## src/rtl/ts_rebuild_pkg.sv

```systemverilog
package ts_rebuild_pkg;

  // Strobes handed from the control to the datapath
  typedef struct packed {
    logic load;       // capture a new result this cycle
    logic usePacked;  // take captured fields from the packed word
  } tsStrobe_t;

endpackage

```

## src/rtl/ts_rebuild_ctrl.sv

```systemverilog
module ts_rebuild_ctrl
  import ts_rebuild_pkg::*;
(
  input  logic      clk,
  input  logic      rstN,
  input  logic      inValid,
  input  logic      inPacked,
  output tsStrobe_t strobe,
  output logic      outValid
);

  always_comb begin
    strobe.load      = inValid;
    strobe.usePacked = inPacked;
  end

  always_ff @(posedge clk) begin
    if (!rstN) outValid <= 1'b0;
    else       outValid <= inValid;
  end

  // one-cycle latency, one result per request
  a_r2_latency: assert property (@(posedge clk) disable iff (!rstN)
    inValid |=> outValid);
  a_r2_no_spurious: assert property (@(posedge clk) disable iff (!rstN)
    !inValid |=> !outValid);

endmodule

```

## src/rtl/ts_rebuild_dp.sv

```systemverilog
module ts_rebuild_dp
  import ts_rebuild_pkg::*;
#(
  parameter int SEC_W  = 48,
  parameter int NSEC_W = 30,
  parameter int LOW_W  = 2
) (
  input  logic                    clk,
  input  logic                    rstN,
  input  tsStrobe_t               strobe,
  input  logic [LOW_W+NSEC_W-1:0] inRawWord,
  input  logic [LOW_W-1:0]        inSecLow,
  input  logic [NSEC_W-1:0]       inNsec,
  input  logic [SEC_W-1:0]        curSec,
  output logic [SEC_W-1:0]        outSec,
  output logic [NSEC_W-1:0]       outNsec,
  output logic [LOW_W+NSEC_W-1:0] outRaw
);

  localparam int RAW_W = LOW_W + NSEC_W;
  localparam logic [SEC_W-1:0] WRAP_SEC = SEC_W'(1) << LOW_W;

  logic [LOW_W-1:0]  capLow;
  logic [NSEC_W-1:0] capNsec;
  logic [LOW_W-1:0]  curLow;
  logic              wrapHit;
  logic              roomToStep;
  logic [SEC_W-1:0]  baseSec;
  logic [SEC_W-1:0]  nextSec;
  logic [RAW_W-1:0]  nextRaw;

  // Field selection: packed word or separate inputs
  always_comb begin
    if (strobe.usePacked) begin
      capLow  = inRawWord[RAW_W-1:NSEC_W];
      capNsec = inRawWord[NSEC_W-1:0];
      nextRaw = '0;
    end else begin
      capLow  = inSecLow;
      capNsec = inNsec;
      nextRaw = inRawWord;
    end
  end

  // Wrap correction against the current seconds snapshot
  always_comb begin
    curLow     = curSec[LOW_W-1:0];
    wrapHit    = curLow < capLow;
    roomToStep = curSec >= WRAP_SEC;
    if (!wrapHit)        baseSec = curSec;
    else if (roomToStep) baseSec = curSec - WRAP_SEC;
    else                 baseSec = '0;
    nextSec = {baseSec[SEC_W-1:LOW_W], capLow};
  end

  always_ff @(posedge clk) begin
    if (!rstN) begin
      outSec  <= '0;
      outNsec <= '0;
      outRaw  <= '0;
    end else if (strobe.load) begin
      outSec  <= nextSec;
      outNsec <= capNsec;
      outRaw  <= nextRaw;
    end
  end

  // result always ends in the captured fragment
  a_r6_low_bits: assert property (@(posedge clk) disable iff (!rstN)
    strobe.load |=> outSec[LOW_W-1:0] == $past(capLow));

  // without saturation, result lies within one wrap period behind
  a_r7_window: assert property (@(posedge clk) disable iff (!rstN)
    (strobe.load && curSec >= WRAP_SEC) |=>
      (outSec <= $past(curSec)) && (($past(curSec) - outSec) < WRAP_SEC));

  // packed nanoseconds come straight from the low word bits
  a_r3_packed_nsec: assert property (@(posedge clk) disable iff (!rstN)
    (strobe.load && strobe.usePacked) |=> outNsec == $past(inRawWord[NSEC_W-1:0]));

  // separate-field nanoseconds pass through
  a_r5_nsec_pass: assert property (@(posedge clk) disable iff (!rstN)
    (strobe.load && !strobe.usePacked) |=> outNsec == $past(inNsec));

  // raw field cleared after a packed request
  a_r9_raw_clear: assert property (@(posedge clk) disable iff (!rstN)
    (strobe.load && strobe.usePacked) |=> outRaw == '0);

  // outputs hold between requests
  a_r11_hold: assert property (@(posedge clk) disable iff (!rstN)
    !strobe.load |=> $stable(outSec) && $stable(outNsec) && $stable(outRaw));

endmodule

```

## src/rtl/ts_rebuild_top.sv

```systemverilog
module ts_rebuild_top
  import ts_rebuild_pkg::*;
#(
  parameter int SEC_W  = 48,
  parameter int NSEC_W = 30,
  parameter int LOW_W  = 2,
  localparam int RAW_W = LOW_W + NSEC_W
) (
  input  logic              clk,
  input  logic              rstN,
  input  logic              inValid,
  input  logic              inPacked,
  input  logic [RAW_W-1:0]  inRawWord,
  input  logic [LOW_W-1:0]  inSecLow,
  input  logic [NSEC_W-1:0] inNsec,
  input  logic [SEC_W-1:0]  curSec,
  output logic              outValid,
  output logic [SEC_W-1:0]  outSec,
  output logic [NSEC_W-1:0] outNsec,
  output logic [RAW_W-1:0]  outRaw
);

  tsStrobe_t strobe;

  ts_rebuild_ctrl uCtrl (
    .clk      (clk),
    .rstN     (rstN),
    .inValid  (inValid),
    .inPacked (inPacked),
    .strobe   (strobe),
    .outValid (outValid)
  );

  ts_rebuild_dp #(
    .SEC_W  (SEC_W),
    .NSEC_W (NSEC_W),
    .LOW_W  (LOW_W)
  ) uDp (
    .clk       (clk),
    .rstN      (rstN),
    .strobe    (strobe),
    .inRawWord (inRawWord),
    .inSecLow  (inSecLow),
    .inNsec    (inNsec),
    .curSec    (curSec),
    .outSec    (outSec),
    .outNsec   (outNsec),
    .outRaw    (outRaw)
  );

endmodule

```

## config.mk

```make
export PLATFORM = sky130hd
export DESIGN_NAME = ts_rebuild_top
export DESIGN_NICKNAME = d
export VERILOG_FILES = /design/src/rtl/ts_rebuild_pkg.sv /design/src/rtl/ts_rebuild_ctrl.sv /design/src/rtl/ts_rebuild_dp.sv /design/src/rtl/ts_rebuild_top.sv
export SDC_FILE = /design/constraint.sdc
export NUM_CORES = 1
export LEC_CHECK = 0
export BUFFER_PORTS_ARGS = -buffer_cell sky130_fd_sc_hd__buf_2
export CORE_MARGIN = 1.5
export CORE_UTILIZATION = 40
export CTS_BUF_LIST = sky130_fd_sc_hd__clkbuf_4 sky130_fd_sc_hd__clkbuf_8 sky130_fd_sc_hd__clkbuf_16
export CTS_CLUSTER_DIAMETER = 30
export DETAILED_ROUTE_END_ITERATION = 10
export GPL_ROUTABILITY_DRIVEN = 0
export GPL_TIMING_DRIVEN = 0
export HOLD_SLACK_MARGIN = 0.05
export PLACE_DENSITY = 0.7
export SLEW_MARGIN = 10
export SYNTH_ARGS = -nofsm -noshare
export SYNTH_HDL_FRONTEND = slang
export SYNTH_SLANG_ARGS = --single-unit
```

## constraint.sdc

```tcl
create_clock -name clk -period 2.9 [get_ports clk]
set_input_delay 0.435 -clock clk [delete_from_list [all_inputs] [get_ports clk]]
set_output_delay 0.435 -clock clk [all_outputs]
set_load 0.02 [all_outputs]
```

---- Yosys cells after proc, flatten, opt, wreduce, memory -nomap -nowiden ----
Index checks and enable logic that the tools add are counted.
cells by class
  order comparisons ....................... 2
  $add $sub $neg .......................... 1
  muxes and demuxes ....................... 5
operator list
  operator               number
  $mux 48                2
  $ge 48x3->1 const B    1
  $sub 48x3->48 const B  1
  $mux 32                1
  $mux 30                1
  $lt 2x2->1             1
  $mux 2                 1
storage, ports and cells
  word-level logic and storage cells ...... 12
  bits in registers ....................... 111

---- Logic depth before layout (Yosys ltp) ----
  depth in word-level cells ............... 3
  depth in mapped cells ................... 9

---- Cells and area by module ----
A second synthesis with hierarchy kept.
unflattened totals
  cell total of the unflattened synthesis .. 570
  area, all modules ....................... 5192.5 um^2
modules (own cells, without submodules)
  module           cells each  instances  area each (um^2)
  ts_rebuild_dp    566         1          5151.2
  ts_rebuild_ctrl  4           1          41.3

---- Worst setup path before layout ----
OpenSTA, ideal clock, no wires.
  path kind ............................... input-to-reg
  from .................................... in inPacked
  to ...................................... reg uDp.outSec[41]
  arrival ................................. 2.517 ns
  slack ................................... 0.267 ns
  setup time .............................. 0.115 ns
  path buffers ............................ 1
  cell stages on the path ................. 9
  cells stage by stage .................... clkbuf_1 mux2i_1 ha_1 nor4_1 o211ai_1 nor3_4 or4b_1 xor2_1 o21ai_2
on the way
  cells in the longest elaborated chain, start to end .. 3
ends and longest elaborated chain
  what                  RTL line              source
  start, declared       ts_rebuild_top.sv:12  input logic inPacked,
  $mux 2                ts_rebuild_dp.sv:34   if (strobe.usePacked) begin
  $lt 2x2->1            ts_rebuild_dp.sv:48   wrapHit = curLow < capLow;
  $mux 48               ts_rebuild_dp.sv:50   if (!wrapHit) baseSec = curSec;
  end signal, assigned  ts_rebuild_dp.sv:62   outSec <= nextSec;
  end, declared         ts_rebuild_dp.sv:15   output logic [SEC_W-1:0] outSec,
No other way between the ends.
A chain may end at the register's enable or synchronous reset.

---- Final worst setup path ----
Ends and elaborated chain as after synthesis.

==> flow_metrics.env <==
export IMPL_floorplan_die_area_um2=13400
export IMPL_holdBufCountCts=0
export IMPL_syn_num_nets=714
export IMPL_setup_viol=0
export IMPL_grt_usage_pct=22.2
export IMPL_cp_cell_sequence="clkbuf_2 > mux2i_1 > ha_1 > nor4_1 > o211ai_1 > nor3_4 > or4b_1 > xor2_1 > o21ai_2"
export IMPL_initial_util_pct=40.7
export IMPL_grt_pass1_wl_um=23100
export IMPL_relSlewSlack_pct=48.8
export IMPL_place_inst=991
export IMPL_final_nets=949
export IMPL_setup_clock_skew_after_layout_ns=0
export IMPL_wl_per_cell_um=15.3
export IMPL_clk_transition_reported_paths_ns=0.07
export IMPL_layout_drive_gt1_share_pct=31.1
export IMPL_clockBufferDepth=2
export IMPL_fin_crit_sh_pct=94.5
export IMPL_ff2ff_setup_slack_ns=1.77
export IMPL_cts_inserted_buffers=9
export IMPL_highest_count_cells_in_the_layout_ignoring_fill_and_taps="buf_2, dfxtp_1, nor2_1, a211oi_1, nand2_1"
export IMPL_p_seq_share_pct=44.9
export IMPL_placed_cell_area_um2=6440
export IMPL_stdcell_area_um2=6800
export IMPL_timing_final_crit_period_ns=2.74
export IMPL_post_layout_nonfiller_instances=1006
export IMPL_crit_path_start_kind="input pin"
export IMPL_fmax_mhz=365
export IMPL_status="finished, final reports clean"
export IMPL_crit_path_capture_type="flip-flop"
export IMPL_pre_cts_slack_ns=-0.478
export IMPL_dp_hpwl_um=11900
export IMPL_post_synth_inst_count=595
export IMPL_firstDrtPassIters=4
export IMPL_synth_flop_cell="dfxtp_1"
export IMPL_place_port_buffers=224
export IMPL_floorplan_rows=41
export IMPL_routed_via_count=5089
export IMPL_delay_of_the_slowest_cell_on_the_worst_path_ns=0.49
export IMPL_worstPathMaxFanout=8
export IMPL_criticalPathCategory="in2reg"
export IMPL_number_of_global_route_vias_before_repair=4527
export IMPL_grt_start_max_net_pins=18
export IMPL_max_cap_viol_count=0
export IMPL_totalPowerFinal_uw=3690
export IMPL_cellInternalPower_uw=2690
export IMPL_crit_path_top_delay_cell="or4b_1"
export IMPL_floorplan_core_area_um2=12500
export IMPL_hold_class="in2reg"
export IMPL_rsz0062_at_grt="false"
export IMPL_power_share_combinational_pct=17.0
export IMPL_routed_wl_um=15400
export IMPL_crit_family="simple AND/OR/NAND/NOR gates"
export IMPL_hold_violations=0
export IMPL_worst_ir_drop_vdd_v=0.000337
export IMPL_grt_ovfl_total=0
export IMPL_avgSynthCellArea_um2=8.57
export IMPL_switching_power_uw=1000
export IMPL_cts_tree="yes"
export IMPL_worst_hold_slack_ns=0.323
export IMPL_areaGrowthSynthToFinish_pct=33.3
export IMPL_slew_of_the_pin_with_the_lowest_slew_margin_ns=0.768
export IMPL_cp_data_arrival_time_ns=2.99
export IMPL_postLayoutSetupSlackWorst_ns=0.160
export IMPL_worstPathBufferInverterCount=1
export IMPL_netlist_top_cell_by_area="dfxtp_1"
export IMPL_worst_skew_pair_latency_ns=0.35
export IMPL_worstPathRequired_ns=3.15
export IMPL_synth_edf_count=0
export IMPL_pwr_density_cell_nw_per_um2=543
export IMPL_synth_cell_type_count=47
export IMPL_die_y_um=116
export IMPL_cts_root_buf="clkbuf_16"
export IMPL_synthTopCellsByArea="dfxtp_1, nor2_1, a211oi_1, mux2i_1, nor2b_1"
export IMPL_switching_share_pct=27.1
export IMPL_clkSinkCount=111
export IMPL_synth_seq_area_share_pct=43.6
export IMPL_synthArstFlopShare_pct=0
export IMPL_initial_antenna_violation_count=1
export IMPL_vias_per_cell=5.06
export IMPL_yosys_warnings=0
export IMPL_io_pins=227
export IMPL_synth_top_cell_area_share_pct=43.6
export IMPL_die_w_um=116
export IMPL_power_frac_clock_pct=38.1
export IMPL_synth_seq_cells=111
export IMPL_antenna_violation_net_count_after_detailed_routing=0
export IMPL_cellLeakagePower_uw=0.00305
export IMPL_layout_cells_most_common="buf_2"
export IMPL_syn_cell_area_um2=5100
export IMPL_drcViolationCount=0
export IMPL_timing_max_transition_violations_final=0
export IMPL_cts_htree_levels=3
export IMPL_drt_first_iter_violations=248
registers in the layout (all words and copies together), names as in the netlist:
name and cells:
uDp.outNsec 30, uDp.outRaw 32, uDp.outSec 48, uCtrl.outValid 1
power groups by stage:
stage / registers, uW / logic, uW / clock network, uW
after floorplan: 1800 / 241 / 0
after global placement: 1690 / 624 / 0
after detailed placement: 1690 / 628 / 0
after CTS: 1660 / 630 / 1430
after global routing: 1670 / 686 / 1490
final: 1660 / 628 / 1410
worst register-to-register path: stages, from the launching register on:
cell and delay [ns]:
dfxtp_1 0.33, nand2_1 0.08, nand2_1 0.05, or4_1 0.38, and3_1 0.18
cells in the mapped netlist, types with 3 or more instances:
cell / instances
nand2b_1: 4
or3_1: 4
or4_4: 3
nor4b_1: 3
xor2_1: 21
inv_1: 4
o21ai_0: 32
nand2_1: 41
a21oi_1: 36
nor3_1: 12
nand4b_1: 3
ha_1: 3
and3_1: 4
dfxtp_1: 111
buf_1: 3
nand3_1: 4
nor2b_1: 36
nor2_1: 90
clkbuf_1: 32
xnor2_1: 18
nand3b_1: 5
nand4_1: 6
nor4_1: 12
mux2i_1: 32
or2_2: 3
a31oi_1: 4
a211oi_1: 44
per-stage QoR:
step,setup TNS (ns),util [%]
finish,0,54.3
global route,0,54.3
CTS,0,54.2
detailed placement,-12.70,51.4
global placement,-11.95,51.4
floorplan,0,-
logic make-up (layout without fill, tap and decap cells):
family          Yosys count  count (layout)  synth area share, %
xor+xnor                 39              39                 6.70
fa+ha+maj                 3               3                0.736
buf+inv                  43             281                 3.26
other cells               0               1                    0
flops                   111             111                 43.6
simple gates            241             241                 24.1
compound gates          125             125                 15.1
mux                      33              33                 6.50
metal layers:
metal	track usage, %	vias up	part of all wire (%)
li1	-	2557	-
met1	29.0	2358	44
met2	35.9	157	48
met3	5.23	17	6.3
met4	8.13	0	1.9
met5	0	-	0
timing repair:
item                                    CTS  global route
pin swaps                                 0             1
setup buffers                             0             0
endpoints found under the setup margin    3            22
gates resized for setup                   2             3
final cells by class:
class                           instances  area, um^2
Antenna cell                            1        2.50
Sequential cell                       111        2220
Tap cell                              172         215
Fill cell                            1217        5720
Inverter                                4        15.0
Buffer                                 39         153
Clock buffer                            9         225
Clock inverter                          5         108
Multi-Input combinational cell        441        2740
Timing Repair Buffer                  224        1120
path summary, 6_finish.rpt:
check	to	startpoint	cells past startpoint
setup / recovery	uDp.outSec[41]$_SDFFE_PN0P_	inPacked	9
hold / removal	uDp.outRaw[11]$_SDFFE_PN0P_	inRawWord[11]	3
setup reg to reg	uDp.outSec[23]$_SDFFE_PN0P_	uDp.outSec[23]$_SDFFE_PN0P_	4
hold reg to reg	uDp.outSec[45]$_SDFFE_PN0P_	uDp.outSec[45]$_SDFFE_PN0P_	2
(Power assumes the default switching activity.)
